<file path="config.mk">
export PLATFORM = sky130hd
export DESIGN_NAME = linebuf_rdaddr
export DESIGN_NICKNAME = d
export VERILOG_FILES = /design/src/rtl/linebuf_rdaddr_pkg.sv /design/src/rtl/linebuf_rdaddr_cfg.sv /design/src/rtl/linebuf_rdaddr_seq.sv /design/src/rtl/linebuf_rdaddr.sv
export SDC_FILE = /design/constraint.sdc
export NUM_CORES = 1
export LEC_CHECK = 0
export BUFFER_PORTS_ARGS = -buffer_cell sky130_fd_sc_hd__buf_2
export CAP_MARGIN = 0
export CORE_MARGIN = 3
export CORE_UTILIZATION = 56
export DETAILED_ROUTE_END_ITERATION = 8
export PLACE_DENSITY_LB_ADDON = 0.1
export RECOVER_POWER = 25
export SKIP_CTS_REPAIR_TIMING = 1
export SLEW_MARGIN = 0
export SYNTH_ARGS = -nofsm -noshare
export SYNTH_HDL_FRONTEND = slang
export SYNTH_SLANG_ARGS = --single-unit
</file>
<file path="constraint.sdc">
create_clock -name clk -period 4 [get_ports clk]
set_input_delay 0 -clock clk [delete_from_list [all_inputs] [get_ports clk]]
set_output_delay 0 -clock clk [all_outputs]
set_load 0.1 [all_outputs]
</file>
<file path="src/rtl/linebuf_rdaddr_pkg.sv">
package linebuf_rdaddr_pkg;
  typedef enum logic {
    ST_IDLE = 1'b0,
    ST_RUN  = 1'b1
  } lbra_state_e;
endpackage

</file>
<file path="src/rtl/linebuf_rdaddr_cfg.sv">
// Combinational decode of line setup: length, aligned start, empty test.
module linebuf_rdaddr_cfg #(
  parameter int SIZE_W     = 8,
  parameter int ALIGN_BITS = 2,
  localparam int ADDR_W    = SIZE_W + 1
) (
  input  logic [ADDR_W-1:0] init_addr,
  input  logic [SIZE_W-1:0] line_size,
  input  logic              size_ext,
  input  logic              mode_420,
  output logic [ADDR_W-1:0] start_addr,
  output logic [ADDR_W-1:0] last_addr,
  output logic              line_empty,
  output logic              misaligned
);
  logic [ADDR_W-1:0] len;

  assign len       = {size_ext, line_size};
  assign last_addr = len - ADDR_W'(1);

  generate
    if (ALIGN_BITS > 0) begin : g_align
      assign start_addr = mode_420 ? {init_addr[ADDR_W-1:ALIGN_BITS], {ALIGN_BITS{1'b0}}}
                                   : init_addr;
      assign misaligned = mode_420 && (|init_addr[ALIGN_BITS-1:0]);
    end else begin : g_noalign
      logic unused_mode;
      assign unused_mode = mode_420;
      assign start_addr  = init_addr;
      assign misaligned  = 1'b0;
    end
  endgenerate

  assign line_empty = (start_addr >= len);
endmodule

</file>
<file path="src/rtl/linebuf_rdaddr_seq.sv">
// Line state, address counter and per-line latched controls.
module linebuf_rdaddr_seq
  import linebuf_rdaddr_pkg::*;
#(
  parameter int SIZE_W  = 8,
  localparam int ADDR_W = SIZE_W + 1
) (
  input  logic              clk,
  input  logic              rst_n,
  input  logic              sol,
  input  logic [ADDR_W-1:0] start_addr,
  input  logic [ADDR_W-1:0] last_addr,
  input  logic              line_empty,
  input  logic              misaligned,
  input  logic              hfilt_en,
  input  logic              rd_ready,
  output logic [ADDR_W-1:0] rd_addr,
  output logic              rd_valid,
  output logic              rd_eol,
  output logic              interp_sel,
  output logic              align_warn
);
  lbra_state_e       state_q;
  logic [ADDR_W-1:0] addr_q;
  logic [ADDR_W-1:0] last_q;
  logic              interp_q;
  logic              warn_q;
  logic              at_last;
  logic              take;

  assign at_last = (addr_q == last_q);
  assign take    = (state_q == ST_RUN) && rd_ready;

  always_ff @(posedge clk) begin
    if (!rst_n) begin
      state_q  <= ST_IDLE;
      addr_q   <= '0;
      last_q   <= '0;
      interp_q <= 1'b0;
      warn_q   <= 1'b0;
    end else if (sol) begin
      state_q  <= line_empty ? ST_IDLE : ST_RUN;
      addr_q   <= start_addr;
      last_q   <= last_addr;
      interp_q <= hfilt_en;
      warn_q   <= misaligned;
    end else if (take) begin
      if (at_last) begin
        state_q <= ST_IDLE;
      end else begin
        addr_q <= addr_q + ADDR_W'(1);
      end
    end
  end

  assign rd_addr    = addr_q;
  assign rd_valid   = (state_q == ST_RUN);
  assign rd_eol     = rd_valid && at_last;
  assign interp_sel = interp_q;
  assign align_warn = warn_q;
endmodule

</file>
<file path="src/rtl/linebuf_rdaddr.sv">
module linebuf_rdaddr #(
  parameter int SIZE_W     = 8,
  parameter int ALIGN_BITS = 2,
  localparam int ADDR_W    = SIZE_W + 1
) (
  input  logic              clk,
  input  logic              rst_n,
  input  logic              sol,
  input  logic [ADDR_W-1:0] init_addr,
  input  logic [SIZE_W-1:0] line_size,
  input  logic              size_ext,
  input  logic              mode_420,
  input  logic              hfilt_en,
  output logic [ADDR_W-1:0] rd_addr,
  output logic              rd_valid,
  input  logic              rd_ready,
  output logic              rd_eol,
  output logic              interp_sel,
  output logic              align_warn
);
  logic [ADDR_W-1:0] start_addr;
  logic [ADDR_W-1:0] last_addr;
  logic              line_empty;
  logic              misaligned;

  linebuf_rdaddr_cfg #(.SIZE_W(SIZE_W), .ALIGN_BITS(ALIGN_BITS)) u_cfg (
    .init_addr (init_addr),
    .line_size (line_size),
    .size_ext  (size_ext),
    .mode_420  (mode_420),
    .start_addr(start_addr),
    .last_addr (last_addr),
    .line_empty(line_empty),
    .misaligned(misaligned)
  );

  linebuf_rdaddr_seq #(.SIZE_W(SIZE_W)) u_seq (
    .clk       (clk),
    .rst_n     (rst_n),
    .sol       (sol),
    .start_addr(start_addr),
    .last_addr (last_addr),
    .line_empty(line_empty),
    .misaligned(misaligned),
    .hfilt_en  (hfilt_en),
    .rd_ready  (rd_ready),
    .rd_addr   (rd_addr),
    .rd_valid  (rd_valid),
    .rd_eol    (rd_eol),
    .interp_sel(interp_sel),
    .align_warn(align_warn)
  );
endmodule

</file>
Word-level counts from Yosys, hierarchy flattened
Cells that the tools add are included.

storage, ports and cells
  flip-flop bits (word level) = 21
  bits in latches = 0
  memory bits (writable) = 0
  ROM bits = 0
  input port bits = 24
  output and inout bits = 13
  word-level logic and storage cells = 26
  memories = 0

cells by class
  add/sub/neg operators = 2
  $mul = 0
  divide/modulo/power cells = 0
  magnitude comparators = 1
  equal/unequal tests = 2
  shifts and indexed selects = 0
  multiplexer cells = 8
  bitwise logic cells = 0
  reduce and logical (&&, ||, !) cells = 8

operator list
  cell                   number
  $mux W9                3
  $add A9 B1 Y9 const B  1
  $eq A9 B9 Y1           1
  $ge A9 B9 Y1           1
  $sub A9 B1 Y9 const B  1
  $mux W1                4
  $reduce_and A2 Y1      2
  $reduce_bool A2 Y1     2
  $logic_and A1 B1 Y1    3
  $mux W2                1
  $ne A2 B2 Y1 const B   1
  $reduce_or A2 Y1       1

Logic depth before layout (Yosys ltp)
Gate-level depths: netlist of run 1.

  word-level depth = 4
  mapped depth = 7
  gate-level depth less buffers = 7

Modules after synthesis
Synthesis of run 1 repeated with hierarchy kept, for this count alone.

second synthesis, totals
  cell total of the unflattened synthesis = 175
  area total of the unflattened synthesis = 1505.2 sq um

by module, submodules not included
  module              instances  cells an instance  area each (sq um)  seq. area each (sq um)
  linebuf_rdaddr_seq  1          116                1074.8             420.4
  linebuf_rdaddr_cfg  1          59                 430.4              0.0

Worst setup path before layout of run 1
OpenSTA, ideal clock, no wires.

  kind = reg-to-output
  from = register u_seq.addr_q[8] (netlist: u_seq.rd_addr[8])
  to = output port rd_eol
  arrival = 2.366 ns
  required time = 4.000 ns
  setup slack = 1.634 ns
  stages on the path, launching flop included = 6
  buffers on the path = 1
  cell sequence = dfxtp_1 > xor2_1 > nor4_2 > and3_1 > buf_6 > and2_2

on the way
  longest elaborated chain between the ends = 2

RTL lines
  item                      RTL line                  source
  start: declaration        linebuf_rdaddr_seq.sv:24  logic [ADDR_W-1:0] addr_q;
  start signal: assignment  linebuf_rdaddr_seq.sv:43  addr_q <= start_addr;
  start signal: assignment  linebuf_rdaddr_seq.sv:51  addr_q <= addr_q + ADDR_W'(1);
  $eq A9 B9 Y1              linebuf_rdaddr_seq.sv:31  assign at_last = (addr_q == last_q);
  $logic_and A1 B1 Y1       linebuf_rdaddr_seq.sv:58  assign rd_eol = rd_valid && at_last;
  end: declaration          linebuf_rdaddr.sv:17      output logic rd_eol,

No other way between the ends.

Worst setup path in the final report of run 1
  from = register u_seq.addr_q[3] (netlist: u_seq.rd_addr[3])
  to = output port rd_eol

Same word-level chain as after synthesis.

==> results, run 1 <==
- The flow ran to the end, but the final reports show violations.
- The checks that failed: hold timing.
- The total power density per cell area is 317 mW/mm^2.
- The first routing iteration left 62 violations.
- The arrival time of data at the critical path endpoint is 2.31 ns.
- Across every metal layer, demand over resource in global routing totals 0.213.
- The final period utilization is 0.578.
- The flip-flop cell with the highest count after synthesis is sky130_fd_sc_hd__dfxtp_1.
- The first global-routing pass estimated roughly 5400 um of wire.
- The slowest stage of the critical path belongs to the cell sky130_fd_sc_hd__nor3_1.
- The half-perimeter wire length of the detailed placement result is roughly 2600 um.
- After layout, the minimum clock period comes to approximately 2.3 ns.
- Leaving out fill and tap cells, the most frequent cell in the layout is sky130_fd_sc_hd__buf_2.
- The highest attainable clock frequency is 433 MHz.
- TritonCTS built the clock tree.
- Setup repair after global routing left no endpoint under its margin.
- The horizontal die dimension is 55.8 um.
- The leakage power total is between 0.0008 and 0.0009 uW.
- The maximum number of pins on one net before global-route repair is 24.
- The tightest hold path in the finished design has a slack of -0.00707 ns.
- STA classifies the critical path endpoint as an output port.
- The kind of cell adding the most delay to the critical path is simple AND/OR/NAND/NOR gates.
- The slack of the worst reg-to-reg path is 2.18 ns.
- The worst-case IR drop observed on VDD is roughly 0.00018 V.
- The setup total negative slack is 0 ns.
- The final design instance area without fill is 0.00162 mm^2.
- Setup violations remaining at the end of the flow were counted as 0.
- The number of cells on the worst reg-to-reg path is 5.
- The cell count along the critical path is 5.
- Relative to the synthesized area, the layout overhead comes to 16.3%.
- The Yosys step of the flow raised 0 warnings.
- The proportion of synthesized chip area in sequential cells is 0.302.
- In this run the worst hold path is classified as in -> reg.
- The worst pin sits at a relative slew slack of 0.215.
- The cell depth of the worst hold path is 3.
- The row count is 17.
- STA classifies the critical path startpoint as a flip-flop.
- The number of global-route vias before repair came to approximately 1300.
- The routability congestion estimate is around 0.77.
- The number of placed instances, taps included is roughly 220.
- The global route total overflow is 0.
- The post-synth design cell area is between 0.001 and 0.0015 mm^2.
- The detail route stage leaves a number of antenna-violating nets equal to 0.
- The area enclosed by the die boundary is approximately 0.0031 mm^2.
- The number of inserted diodes is 0.
- The max-slew violation count is 0.
- Clock skew on the completed layout was measured at approximately 0.012 ns.
- The area of placed instances is roughly 0.0016 mm^2.
- Clock-pin slew was measured on the worst setup and hold paths at 0.13 ns.
- The number of enable flip-flop cells after synthesis is 0.
- In the final layout, the share of cells above drive strength 1 is 0.203.
- In the layout the commonest cells are 31 x sky130_fd_sc_hd__buf_2, 21 x sky130_fd_sc_hd__dfxtp_1, 19 x sky130_fd_sc_hd__nand2_1.
- The number of levels the H-tree was split into is 1.
- After synthesis, the mean cell area works out to roughly 8.4 um^2.
- The number of different library cells used by synthesis comes to 34.
- During I/O placement, the number of pins put on the boundary was 37.
- The area of the placeable core is around 0.0023 mm^2.
- The number of port buffers is 36.
- For this run, the slowest stage of the critical path takes between 0.4 and 0.5 ns.
- Across all layers, the routed design uses between 1000 and 1500 vias.
- The register bit total from synthesis is 21.
- For the pin with the worst max-slew slack, the measured transition is 1.18 ns.
- The final count of hold timing violations is 3.
- The synthesized net count is between 200 and 250.
- The critical path required time is ~4 ns.
- The maximum count of clock buffers along a single path is 2.
- Dividing the detail-routed wire length by the instance count gives 14.1 um.
- The number of clock sinks is 21.
- The TritonCTS buffer count is 3.
- The critical path in this run is classified as reg -> out.
- The tool flagged a number of max-cap violations equal to 0.
- After layout, the design draws a total of 513 uW.
- The number of detailed-route iterations in the first pass is 4.
- The largest fanout of any net on the critical path is 10.
- The routed via count divided by cell count is approximately 5.8.
- The buffering stage count on the worst path with inverters included is 1.
- The residual DRC count is 0.
- The number of antenna violations at the first check in global routing is 0.
- The initial core utilization is 0.611.
- The die height is 55.8 um.
- The final instance count without filler cells is 230.
- Walking the worst path, the cells encountered are xor2_1 > nor3_1 > and3_1 > and2_2 > buf_2.
- Counting flops with an async set or reset pin after synthesis yields a share of 0.
- The layout net count is between 200 and 250.
- The gate count after technology mapping is 166.
- The final wirelength is 3240 um.
- The root buffer cell chosen for the clock tree is sky130_fd_sc_hd__clkbuf_4.
- For the worst-skew pair, the clock arrives at the later sink with an insertion delay of ~0.31 ns.
## state kept, by name (all words and copies together), names as in the netlist
register / count
u_seq.last_q: 9
u_seq.rd_valid: 1
u_seq.align_warn: 1
u_seq.rd_addr: 9
u_seq.interp_sel: 1
## logic make-up (layout without fill, tap and decap cells)
family          after synthesis  in the layout  share of synthesized area
xor+xnor                     19             19                      0.120
fa+ha+maj                    11             11                     0.0989
simple gates                 49             49                      0.189
compound gates               47             47                      0.225
buf+inv                      17             53                     0.0513
flops                        21             21                      0.302
mux                           2              2                     0.0144
## routing by layer
layer / track usage / wire (um) / up-vias
li1: - / - / 666
met1: 0.283 / 1440 / 607
met2: 0.338 / 1500 / 58
met3: 0.0441 / 230 / 11
met4: 0.0814 / 68 / 0
met5: 0 / 0 / -
## final cells by class
class                   instances  area (um^2)
flip-flops and latches         21          420
fillers                       186          658
clock inverters                 1         5.00
inverters                      11         41.3
multi-input cells             128          900
clock buffers                   3         22.5
well taps                      28         35.0
repair buffers                 38          194
## final timing paths
kind,start,to
min reg2reg,u_seq.align_warn$_SDFFE_PN0P_,u_seq.align_warn$_SDFFE_PN0P_
max,u_seq.rd_addr[3]$_SDFFE_PN0P_,rd_eol
min,mode_420,u_seq.align_warn$_SDFFE_PN0P_
max reg2reg,u_seq.rd_addr[1]$_SDFFE_PN0P_,u_seq.rd_addr[5]$_SDFFE_PN0P_
## per-stage QoR
| step | utilization | hold WS [ns] | setup slack [ns] |
|---|---|---|---|
| after CTS | 0.705 | -0.0530 | 1.71 |
| after detailed placement | 0.693 | 0.268 | 2.06 |
| after global routing | 0.711 | 0.000942 | 1.56 |
| after floorplan | - | 0.138 | 1.63 |
| final | 0.711 | -0.00707 | 1.69 |
| after global placement | 0.693 | 0.256 | 2.14 |
## Yosys cell counts, types with 3 or more instances
cell / instances / area (um^2)
sky130_fd_sc_hd__a31oi_1: 10 / 62.6
sky130_fd_sc_hd__or4_1: 3 / 22.5
sky130_fd_sc_hd__nand2b_1: 5 / 31.3
sky130_fd_sc_hd__clkbuf_1: 5 / 18.8
sky130_fd_sc_hd__ha_1: 11 / 138
sky130_fd_sc_hd__inv_1: 10 / 37.5
sky130_fd_sc_hd__a21o_1: 3 / 22.5
sky130_fd_sc_hd__nor3_1: 3 / 15.0
sky130_fd_sc_hd__o21ai_0: 12 / 60.1
sky130_fd_sc_hd__nor2b_1: 3 / 18.8
sky130_fd_sc_hd__xor2_1: 9 / 78.8
sky130_fd_sc_hd__o211a_1: 8 / 80.1
sky130_fd_sc_hd__xnor2_1: 10 / 87.6
sky130_fd_sc_hd__dfxtp_1: 21 / 420
sky130_fd_sc_hd__nor2_1: 3 / 11.3
sky130_fd_sc_hd__a21oi_1: 8 / 40.0
sky130_fd_sc_hd__nand2_1: 19 / 71.3
## power breakdown
part	leakage [uW]	internal [uW]	switching, uW
clock network	0.0000177	37.3	67.4
registers	0.000174	224	15.2
logic	0.000611	51.3	117
## worst reg2reg max path: stages (launching register included)
cell and delay [ns]:
sky130_fd_sc_hd__dfxtp_1 0.45, sky130_fd_sc_hd__xor2_1 0.22, sky130_fd_sc_hd__nor4_2 0.10, sky130_fd_sc_hd__and3_1 0.28, sky130_fd_sc_hd__or4_1 0.54, sky130_fd_sc_hd__a31oi_1 0.16
(Power assumes the default switching activity.)
==> inputs of run 2 (changes only) <==
--- a/config.mk
+++ b/config.mk
@@ -8,7 +8,7 @@
 export BUFFER_PORTS_ARGS = -buffer_cell sky130_fd_sc_hd__buf_2
 export CAP_MARGIN = 0
 export CORE_MARGIN = 3
-export CORE_UTILIZATION = 56
+export CORE_UTILIZATION = 52
 export DETAILED_ROUTE_END_ITERATION = 8
 export PLACE_DENSITY_LB_ADDON = 0.1
 export RECOVER_POWER = 25
==> constraint.sdc (replaced) <==
create_clock -name clk -period 2.15 [get_ports clk]
set_input_delay 0 -clock clk [delete_from_list [all_inputs] [get_ports clk]]
set_output_delay 0 -clock clk [all_outputs]
set_load 0.1 [all_outputs]
==> run 2 against run 1 <==
Against the previous run:
- the flow still finishes with violations (hold timing)
- total power rose by 87%
- setup slack worse by 1.5 ns
- final cell count increased by 0.43%
- count of clock-buffer cells in the layout grew 1
- final area increased by 2.1%
- combinational power up 90%
- register-to-register slack lost 1.9 ns
- wire length shrank 2.7%
- via count down 5.7%
- die area increased by 6.8%
- utilization decreased by 5.0 points
- sequential share of layout area is 0.15 points higher
- critical path type unchanged
- highest routed layer unchanged
==> results, run 2 (same netlist as run 1, synthesis figures left out) <==
- The horizontal die dimension is 57.7 um (+3.4%).
- The arrival time of data at the critical path endpoint is 1.98 ns (-0.33 ns).
- The final hold slack is -0.0296 ns (-0.0226 ns).
- The worst slew margin relative to its limit was 0.675 (+0.459).
- The number of inserted diodes is 0 (unchanged).
- The number of detailed-route iterations in the first pass is 4 (unchanged).
- The type of destination of the critical path is an output port.
- The count of routing violations after the opening detailed-route iteration is 45 (-27%).
- The number of routed nets with antenna violations is 0 (unchanged).
- The total power density per cell area is 579 mW/mm^2 (+83%).
- The final setup violation count was 0 (unchanged).
- The area of the placeable core was 0.00250 mm^2 (+9.8%).
- The max-slew violation count came to 0 (unchanged).
- The area growth from synthesis to layout is 18.7%.
- The residual DRC count is 0 (unchanged).
- The maximum count of clock buffers along a single path is 2 (unchanged).
- In the finished design, the share of the clock period the worst path needs comes to 0.922.
- The number of clock sinks is 21 (unchanged).
- The classification of the worst-slack hold path is in -> reg.
- The proportion of layout cells with a drive suffix above 1 was 0.274 (+0.0707).
- The setup total negative slack is 0 ns (unchanged).
- The leakage power total is 0.000819 uW (+2.0%).
- The half-perimeter wire length of the detailed placement result is 2510 um (-3.4%).
- The fraction of the core area covered by cells at the end of the flow is 0.661 (-0.0502).
- The run finished, with violations left.
- The clock edge transition at the registers on the reported setup and hold paths is 0.11 ns (-0.02 ns).
- The maximum number of pins on one net before global-route repair is 24 (unchanged).
- The category of the most critical setup path is reg -> out.
- The TritonCTS buffer count came to 3 (unchanged).
- Based on the critical path, the design can be clocked at up to ~500 MHz.
- The most frequent standard cell in the layout excluding fill and tap cells is sky130_fd_sc_hd__buf_2.
- The layout net count is 237 (-0.42%).
- The critical path required time is 2.15 ns (-1.85 ns).
- The insertion delay of the later-clocked pin in the worst-skew pair is 0.29 ns (-0.02 ns).
- The time the final worst path needs with I/O delays and setup is 1.98 ns.
- The number of top-level design ports is 37 (unchanged).
- The vias after detailed routing was 1265 (-5.7%).
- Setup repair after global routing left no endpoint under its margin.
- The first-pass GRT wire length is 5240 um (-3.2%).
- The detail-routed net length per standard cell was 13.6 um (-3.1%).
- The row count was 18 (+1).
- The global route total overflow is 0 (unchanged).
- The final count of hold timing violations is 2 (-1).
- The slack of the worst reg-to-reg path came to 0.31 ns (-1.87 ns).
- The final instance count without filler cells is 231 (+0.43%).
- The number of global-route vias before repair was 1193 (-5.6%).
- The final total power came to 957 uW (+87%).
- The global routing usage summed across all routing layers is 0.196 (-0.0170).
- The number of levels the H-tree was split into is 1 (unchanged).
- TritonCTS built the clock tree.
- The number of port buffers is 36 (unchanged).
- The largest fanout of any net on the critical path was 10 (unchanged).
- The number of antenna violations at the first check in global routing came to 0 (unchanged).
- The checks that failed: hold timing.
- The library cells used most frequently in the layout, excluding fill and tap cells, are 34 x sky130_fd_sc_hd__buf_2, 19 x sky130_fd_sc_hd__nand2_1, 12 x sky130_fd_sc_hd__o21ai_0, 12 x sky130_fd_sc_hd__dfxtp_1, 11 x sky130_fd_sc_hd__ha_1.
- The cell chosen for the clock root is sky130_fd_sc_hd__clkbuf_4.
- The worst setup slack after layout is 0.167 ns (-1.52 ns).
- The die height is 57.7 um (+3.4%).
- The area enclosed by the die boundary is 0.00333 mm^2 (+6.8%).
- The number of maximum-capacitance violations is 0 (unchanged).
- The worst setup path is launched from a flip-flop.
- The maximum ir drop on the vdd rail is 0.000395 V (+120%).
- The routed via count divided by cell count is 5.48 (-6.1%).
- The initial core utilization was 0.557 (-0.0548).
- The routability congestion estimate is 0.797 (+3.5%).
- The setup slack after placement is 0.381 ns (-1.67 ns).
- The actual slew at the worst max-slew pin is 0.491 ns (-0.691 ns).
- The maximum clock skew at final layout is 0.00153 ns (-0.0103 ns).
- The final wirelength is 3150 um (-2.7%).
- The number of placed instances, taps included was 227 (+1.3%).
==> run 2: cell type report <==
class / count / area (um^2)
well taps: 30 / 37.5
repair buffers: 37 / 201
flip-flops and latches: 21 / 432
fillers: 220 / 848
inverters: 11 / 41.3
clock buffers: 4 / 26.3
multi-input cells: 128 / 913
==> run 2: power breakdown <==
group | internal, uW | total, uW | switching, uW
clock | 72.1 | 188 | 116
combinational | 98.8 | 321 | 222
sequential | 419 | 448 | 28.5
total | 590 | 957 | 366
==> run 2: path summary, 6_finish.rpt <==
kind              cells after the start                           from                            end
setup / recovery                      5  u_seq.rd_addr[1]$_SDFFE_PN0P_                         rd_eol
hold reg to reg                       2  u_seq.align_warn$_SDFFE_PN0P_  u_seq.align_warn$_SDFFE_PN0P_
setup reg to reg                      5  u_seq.rd_addr[1]$_SDFFE_PN0P_  u_seq.rd_addr[5]$_SDFFE_PN0P_
hold / removal                        3                       hfilt_en  u_seq.interp_sel$_SDFFE_PN0P_
==> run 2: worst max-delay path, cell delays in order, from the launching register on <==
cell and delay, ns:
sky130_fd_sc_hd__dfxtp_2 0.36, sky130_fd_sc_hd__xor2_1 0.20, sky130_fd_sc_hd__nor4_4 0.36, sky130_fd_sc_hd__and3_1 0.37
sky130_fd_sc_hd__and2_2 0.22, sky130_fd_sc_hd__buf_12 0.17
==> run 2: per-stage QoR <==
step / hold WS, ns / cell area [um^2]
after floorplan: 0.131 / 1400
after global placement: 0.257 / 1610
after detailed placement: 0.267 / 1610
after CTS: -0.0419 / 1640
after global routing: 0.00164 / 1650
final: -0.0296 / 1650
==> run 2: metal layers <==
metal  GRT usage  vias to the layer above  part of all wire
li1            -                      662                 -
met1       0.283                      570              0.49
met2       0.310                       31              0.45
met3      0.0156                        2             0.048
met4      0.0596                        0            0.0070
met5           0                        -                 0
